--- config.mk ---
export PLATFORM = sky130hd
export DESIGN_NAME = cop_ls_agen
export DESIGN_NICKNAME = d
export VERILOG_FILES = /design/src/rtl/cop_ls_pkg.sv /design/src/rtl/cop_ls_decode.sv /design/src/rtl/cop_ls_addr.sv /design/src/rtl/cop_ls_outreg.sv /design/src/rtl/cop_ls_agen.sv
export SDC_FILE = /design/constraint.sdc
export NUM_CORES = 1
export LEC_CHECK = 0
export ABC_AREA = 1
export BUFFER_PORTS_ARGS = -buffer_cell sky130_fd_sc_hd__buf_4
export CORE_MARGIN = 2
export CORE_UTILIZATION = 43
export DETAILED_ROUTE_END_ITERATION = 10
export GPL_ROUTABILITY_DRIVEN = 0
export PLACE_DENSITY = 0.72
export SLEW_MARGIN = 25
export SYNTH_ARGS = -nofsm -noshare
export SYNTH_HDL_FRONTEND = slang
export SYNTH_SLANG_ARGS = --single-unit
export TNS_END_PERCENT = 50
--- constraint.sdc ---
create_clock -name clk -period 2.97 [get_ports clk]
set_input_delay 0.594 -clock clk [delete_from_list [all_inputs] [get_ports clk]]
set_output_delay 0.594 -clock clk [all_outputs]
set_load 0.02 [all_outputs]
--- src/rtl/cop_ls_pkg.sv ---
package cop_ls_pkg;

  localparam int INSTR_W = 32;
  localparam int IDX_W   = 4;
  localparam int IMM_W   = 8;

  localparam int BIT_PRE  = 24;
  localparam int BIT_UP   = 23;
  localparam int BIT_LONG = 22;
  localparam int BIT_WB   = 21;
  localparam int BIT_LOAD = 20;

  typedef enum logic [1:0] {
    AM_UNIDX = 2'b00,
    AM_POST  = 2'b01,
    AM_OFFS  = 2'b10,
    AM_PRE   = 2'b11
  } amode_t;

  typedef struct packed {
    logic             pre;
    logic             up;
    logic             lng;
    logic             wb;
    logic             load;
    logic [IDX_W-1:0] rn;
    logic [IDX_W-1:0] crd;
    logic [IDX_W-1:0] cpn;
    logic [IDX_W-1:0] xop;
    logic [IDX_W-1:0] crm;
    logic [IMM_W-1:0] imm;
  } cop_fields_t;

endpackage

--- src/rtl/cop_ls_decode.sv ---
module cop_ls_decode
  import cop_ls_pkg::*;
(
  input  logic [INSTR_W-1:0] instr,
  output cop_fields_t        fields,
  output amode_t             mode,
  output logic               ext_hit
);

  logic [INSTR_W-1:BIT_PRE+1] unused_cond;

  always_comb begin
    fields.pre  = instr[BIT_PRE];
    fields.up   = instr[BIT_UP];
    fields.lng  = instr[BIT_LONG];
    fields.wb   = instr[BIT_WB];
    fields.load = instr[BIT_LOAD];
    fields.rn   = instr[19:16];
    fields.crd  = instr[15:12];
    fields.cpn  = instr[11:8];
    fields.xop  = instr[7:4];
    fields.crm  = instr[3:0];
    fields.imm  = instr[IMM_W-1:0];
    unused_cond = instr[INSTR_W-1:BIT_PRE+1];
  end

  assign mode    = amode_t'({fields.pre, fields.wb});
  assign ext_hit = !fields.pre && !fields.wb && !fields.up;

endmodule

--- src/rtl/cop_ls_addr.sv ---
module cop_ls_addr
  import cop_ls_pkg::*;
#(
  parameter int ADDR_W     = 32,
  parameter int WORD_SHIFT = 2
) (
  input  cop_fields_t       fields,
  input  amode_t            mode,
  input  logic              ext_hit,
  input  logic [ADDR_W-1:0] base,
  output logic [ADDR_W-1:0] start,
  output logic              wb_en,
  output logic [ADDR_W-1:0] wb_val,
  output logic              bad_reg
);

  localparam logic [IDX_W-1:0] PC_IDX = {IDX_W{1'b1}};

  function automatic logic [ADDR_W-1:0] scaled_off(input logic [IMM_W-1:0] imm);
    logic [ADDR_W-1:0] wide;
    wide = ADDR_W'(imm);
    return wide << WORD_SHIFT;
  endfunction

  function automatic logic [ADDR_W-1:0] stepped(input logic [ADDR_W-1:0] b,
                                                input logic [IMM_W-1:0]  imm,
                                                input logic              up);
    return up ? (b + scaled_off(imm)) : (b - scaled_off(imm));
  endfunction

  logic [ADDR_W-1:0] moved;

  assign moved   = stepped(base, fields.imm, fields.up);
  assign bad_reg = ext_hit && ((fields.rn == PC_IDX) || (fields.crd == PC_IDX));

  always_comb begin
    start  = '0;
    wb_en  = 1'b0;
    wb_val = base;
    if (!ext_hit) begin
      unique case (mode)
        AM_UNIDX: start = base;
        AM_POST: begin
          start  = base;
          wb_en  = 1'b1;
          wb_val = moved;
        end
        AM_OFFS:  start = moved;
        AM_PRE: begin
          start  = moved;
          wb_en  = 1'b1;
          wb_val = moved;
        end
        default: start = base;
      endcase
    end
  end

endmodule

--- src/rtl/cop_ls_outreg.sv ---
module cop_ls_outreg
  import cop_ls_pkg::*;
#(
  parameter int ADDR_W = 32
) (
  input  logic              clk,
  input  logic              rst_n,
  input  logic              load_en,
  input  logic [ADDR_W-1:0] d_start,
  input  logic              d_wb_en,
  input  logic [ADDR_W-1:0] d_wb_val,
  input  cop_fields_t       d_fields,
  input  logic              d_ext,
  input  logic              d_err,
  output logic              q_valid,
  output logic [ADDR_W-1:0] q_start,
  output logic              q_wb_en,
  output logic [ADDR_W-1:0] q_wb_val,
  output cop_fields_t       q_fields,
  output logic              q_ext,
  output logic              q_err
);

  always_ff @(posedge clk) begin
    if (!rst_n) begin
      q_valid  <= 1'b0;
      q_start  <= '0;
      q_wb_en  <= 1'b0;
      q_wb_val <= '0;
      q_fields <= '0;
      q_ext    <= 1'b0;
      q_err    <= 1'b0;
    end else begin
      q_valid <= load_en;
      if (load_en) begin
        q_start  <= d_start;
        q_wb_en  <= d_wb_en;
        q_wb_val <= d_wb_val;
        q_fields <= d_fields;
        q_ext    <= d_ext;
        q_err    <= d_err;
      end
    end
  end

endmodule

--- src/rtl/cop_ls_agen.sv ---
module cop_ls_agen
  import cop_ls_pkg::*;
#(
  parameter int ADDR_W     = 32,
  parameter int WORD_SHIFT = 2
) (
  input  logic              clk,
  input  logic              rst_n,
  input  logic              in_valid,
  input  logic [31:0]       instr,
  input  logic [ADDR_W-1:0] base_val,
  output logic              out_valid,
  output logic [ADDR_W-1:0] start_addr,
  output logic              wb_en,
  output logic [ADDR_W-1:0] wb_val,
  output logic [3:0]        rn_idx,
  output logic [3:0]        crd_idx,
  output logic [3:0]        cp_num,
  output logic [3:0]        xop,
  output logic [3:0]        crm_idx,
  output logic              is_load,
  output logic              is_long,
  output logic              ext_space,
  output logic              err
);

  cop_fields_t       dec_fields;
  amode_t            dec_mode;
  logic              dec_ext;
  logic [ADDR_W-1:0] nxt_start;
  logic              nxt_wb_en;
  logic [ADDR_W-1:0] nxt_wb_val;
  logic              nxt_bad;
  cop_fields_t       reg_fields;
  logic [IMM_W-1:0]  unused_imm;
  logic              unused_up;
  logic              unused_pw;

  cop_ls_decode u_dec (
    .instr   (instr),
    .fields  (dec_fields),
    .mode    (dec_mode),
    .ext_hit (dec_ext)
  );

  cop_ls_addr #(
    .ADDR_W     (ADDR_W),
    .WORD_SHIFT (WORD_SHIFT)
  ) u_addr (
    .fields  (dec_fields),
    .mode    (dec_mode),
    .ext_hit (dec_ext),
    .base    (base_val),
    .start   (nxt_start),
    .wb_en   (nxt_wb_en),
    .wb_val  (nxt_wb_val),
    .bad_reg (nxt_bad)
  );

  cop_ls_outreg #(
    .ADDR_W (ADDR_W)
  ) u_oreg (
    .clk      (clk),
    .rst_n    (rst_n),
    .load_en  (in_valid),
    .d_start  (nxt_start),
    .d_wb_en  (nxt_wb_en),
    .d_wb_val (nxt_wb_val),
    .d_fields (dec_fields),
    .d_ext    (dec_ext),
    .d_err    (nxt_bad),
    .q_valid  (out_valid),
    .q_start  (start_addr),
    .q_wb_en  (wb_en),
    .q_wb_val (wb_val),
    .q_fields (reg_fields),
    .q_ext    (ext_space),
    .q_err    (err)
  );

  assign rn_idx     = reg_fields.rn;
  assign crd_idx    = reg_fields.crd;
  assign cp_num     = reg_fields.cpn;
  assign xop        = reg_fields.xop;
  assign crm_idx    = reg_fields.crm;
  assign is_load    = reg_fields.load;
  assign is_long    = reg_fields.lng && !ext_space;
  assign unused_imm = reg_fields.imm;
  assign unused_up  = reg_fields.up;
  assign unused_pw  = reg_fields.pre ^ reg_fields.wb;

endmodule

==> flow_metrics.py <==
metrics = {
    "die": {
        "dieHeight_um": 126,
        "core-area_mm2": 0.0145,
        "ioPinCount": 157,
        "rows": 44,
        "chipWidth_um": 126,
        "die_area_mm2": 0.0158,
        "start_util_pct": 43.9,
    },
    "global_routing": {
        "grt_use_met3_pct": 3.99,
        "grt_overflow": 0,
        "grt.met1_usage_pct": 35.3,
        "grt_usage_pct": 24.6,
        "antenna_found_initial": 0,
        "top_usage_layer": "met2",
        "met2_usage_pct": 38.3,
        "grt_pass1_wl_mm": 31.4,
        "grt_max_degree": 62,
        "first_global_vias": 6302,
    },
    "power": {
        "peakVddDrop_uv": 313,
        "powerDensity_mw_per_mm2": 482,
        "power.leakage_nw": 4.29,
    },
    "sta": {
        "worst_pin_slew_ps": 781,
        "fin_crit_sh_pct": 92.4,
        "grt_setup_unrepaired": "true",
        "setup_violations": 0,
        "slew_viol_final": 0,
        "tns_ps": 0,
        "fmax_mhz": 364,
        "skew_ps": 0,
        "timing.final.hold_violations": 0,
        "timing.final.crit_period_ps": 2740,
        "slew-limit-headroom_pct": 47.8,
        "worst_slack_ps": 226,
    },
    "placement": {
        "place_ws_ps": -154,
        "dpl.hpwl_mm": 15.7,
        "portBuffers": 149,
        "post_dp_cell_area_mm2": 0.00777,
    },
    "drt": {
        "drtIter0Drc": 597,
        "ant_nets": 0,
        "drt-pass1-iter-count": 5,
        "viasPerCell": 5.00,
        "via_count": 6893,
        "drc": 0,
        "wire_per_inst_um": 14.4,
        "routed_wl_mm": 19.8,
    },
    "logic_synthesis": {
        "synth_edf_count": 0,
        "synth_seq_cells": 90,
        "synth_cell_types": 37,
        "synthesis.area_mm2": 0.00636,
        "synthCells": 1039,
        "syn_nets": 1139,
        "synthFlopType": "dfxtp_1",
        "yosys_warnings": 0,
        "syn_area_per_cell_um2": 6.12,
        "async_flop_share_pct": 0,
        "seq_area_frac_synth_pct": 28.3,
    },
    "setup_path": {
        "crit_family": "simple AND/OR/NAND/NOR gates",
        "crit_path_max_fanout": 6,
        "cp_data_arrival_time_ps": 2960,
        "slowest_delay_ps": 360,
        "crit_path_end_kind": "register",
        "worst-r2r-setup-slack_ps": 2110,
        "cp-start-kind": "primary input",
        "path_buf_inv": 4,
        "cp_slowest_cell": "ha_1",
        "cp.required_ps": 3190,
        "crit_path_frequent_cell": "nand3_1",
        "worstSetupPathType": "in -> reg",
        "path_cells": "buf_4 -> inv_1 -> ha_1 -> nand3_1 -> nor2_2 -> o21ai_0 -> buf_4 -> ha_1 -> nand2_2 -> nor2_1 -> inv_1 -> nor3_2 -> nand2_1 -> nand3_1 -> nand3_1 -> nand2_1 -> a21oi_2",
    },
    "finish": {
        "n_antenna_cell": 0,
        "stdcell_area_mm2": 0.00817,
        "fin_util_pct": 56.5,
        "drive_above_1_share_pct": 23.0,
        "syn_to_final_growth_pct": 28.5,
        "num-nets-final": 1290,
    },
    "clocking": {
        "cts-root-buf": "clkbuf_16",
        "path_clk_slew_ps": 70,
        "cts_tree": "built",
        "tritoncts.num_buffers": 9,
        "cts_setup_buffers": 0,
        "htreeDepth": 3,
        "cts_hold_buf": 0,
        "clockBufferDepth": 2,
        "clk_latency_ps": 340,
        "clock-sinks": 90,
    },
    "outcome": {
        "status": "finished clean",
    },
    "job": {
        "drv_cap": 0,
    },
    "worst_hold_path": {
        "hold_path_class": "reg -> reg",
    },
}
## worst paths after layout
path	startpoint	depth (start not counted)	end
setup reg to reg	u_oreg.q_wb_val[31]$_SDFFE_PN0P_	4	u_oreg.q_wb_val[31]$_SDFFE_PN0P_
hold reg to reg	u_oreg.q_wb_val[0]$_SDFFE_PN0P_	2	u_oreg.q_wb_val[0]$_SDFFE_PN0P_
hold / removal	u_oreg.q_wb_val[0]$_SDFFE_PN0P_	2	u_oreg.q_wb_val[0]$_SDFFE_PN0P_
setup / recovery	instr[1]	17	u_oreg.q_start[27]$_SDFFE_PN0P_
## cell usage after synthesis, types with 9 or more instances
cell      instances  area [um^2]
nand3_1          41          205
inv_1           143          537
nand2_2          15         93.8
o21ai_0          50          250
a21oi_1          79          395
nor2_1          103          387
ha_1             32          400
a31oi_1          11         68.8
buf_2             9         45.0
nand2_1         336         1260
dfxtp_1          90         1800
a21oi_2          11         96.3
xor2_1           12          105
buf_4            23          173
clkbuf_1         20         75.1
## final cells by class
class / instances / area, um^2
fillers: 1455 / 6300
multi-input cells: 744 / 3790
well taps: 184 / 230
clock buffers: 9 / 225
flip-flops and latches: 90 / 1800
clock inverters: 7 / 83.8
inverters: 149 / 559
repair buffers: 196 / 1480
## logic make-up after synthesis
family / share of synthesized area [%]
DFF: 28.3
AOI/OAI and AO/OA: 15.3
and+or+nand+nor: 33.5
xor gates and xnor gates: 2.62
buffers and inverters: 13.6
adders and majority gates: 6.61
## per-layer routing
| metal | vias to the layer above | wire [um] |
|---|---|---|
| li1 | 3532 | - |
| met5 | - | 0 |
| met4 | 0 | 397 |
| met2 | 248 | 8670 |
| met3 | 29 | 1620 |
| met1 | 3084 | 9140 |
## metrics by stage
step | power, mW | hold slack, ps | instances
CTS | 3.90 | 466 | 1379
finish | 3.94 | 462 | 1379
floorplan | 2.23 | 435 | 1039
global route | 4.15 | 482 | 1379
global placement | 2.71 | 447 | 1363
detailed placement | 2.73 | 457 | 1363
## registers in the layout, summed over array words and instances, names as in the netlist
name,count
u_oreg.q_start,32
u_oreg.q_wb_val,32
u_oreg.q_fields,22
u_oreg.q_err,1
u_oreg.q_ext,1
u_oreg.q_valid,1
u_oreg.q_wb_en,1
## report_power, final
part	switching (mW)	internal [mW]
registers	0.0547	1.30
logic	0.847	0.554
clock network	0.516	0.669
total	1.42	2.52
## cell usage in the layout (no fill, tap or decap), types with 3 or more instances in the layout
| cell | synthesis | layout |
|---|---|---|
| o21ai_1 | 3 | 3 |
| nand4_1 | 5 | 5 |
| nand3_2 | 5 | 5 |
| nand3_1 | 41 | 41 |
| a21oi_1 | 79 | 77 |
| nor2_2 | 8 | 9 |
| ha_4 | 0 | 4 |
| o21ai_0 | 50 | 50 |
| o21bai_1 | 4 | 3 |
| clkbuf_16 | 0 | 9 |
| nand2_1 | 336 | 335 |
| a21oi_2 | 11 | 13 |
| buf_4 | 23 | 195 |
| inv_2 | 5 | 6 |
| ha_1 | 32 | 27 |
| xnor2_1 | 7 | 5 |
| a31oi_1 | 11 | 11 |
| o211ai_1 | 8 | 8 |
| xor2_1 | 12 | 11 |
| inv_1 | 143 | 142 |
| o21a_1 | 3 | 3 |
| dfxtp_1 | 90 | 90 |
| nor2_1 | 103 | 102 |
| nand2_2 | 15 | 16 |
## timing repair
item	CTS	global route
setup endpoints to repair	0	30
hold endpoints to repair	0	0
gates resized for setup	0	14
## tightest hold or removal path, cell delays in order (launching register included)
cell and delay [ps]:
dfxtp_1 310, nand2_1 60, a21oi_1 50
Power figures use the tool's default switching activity.
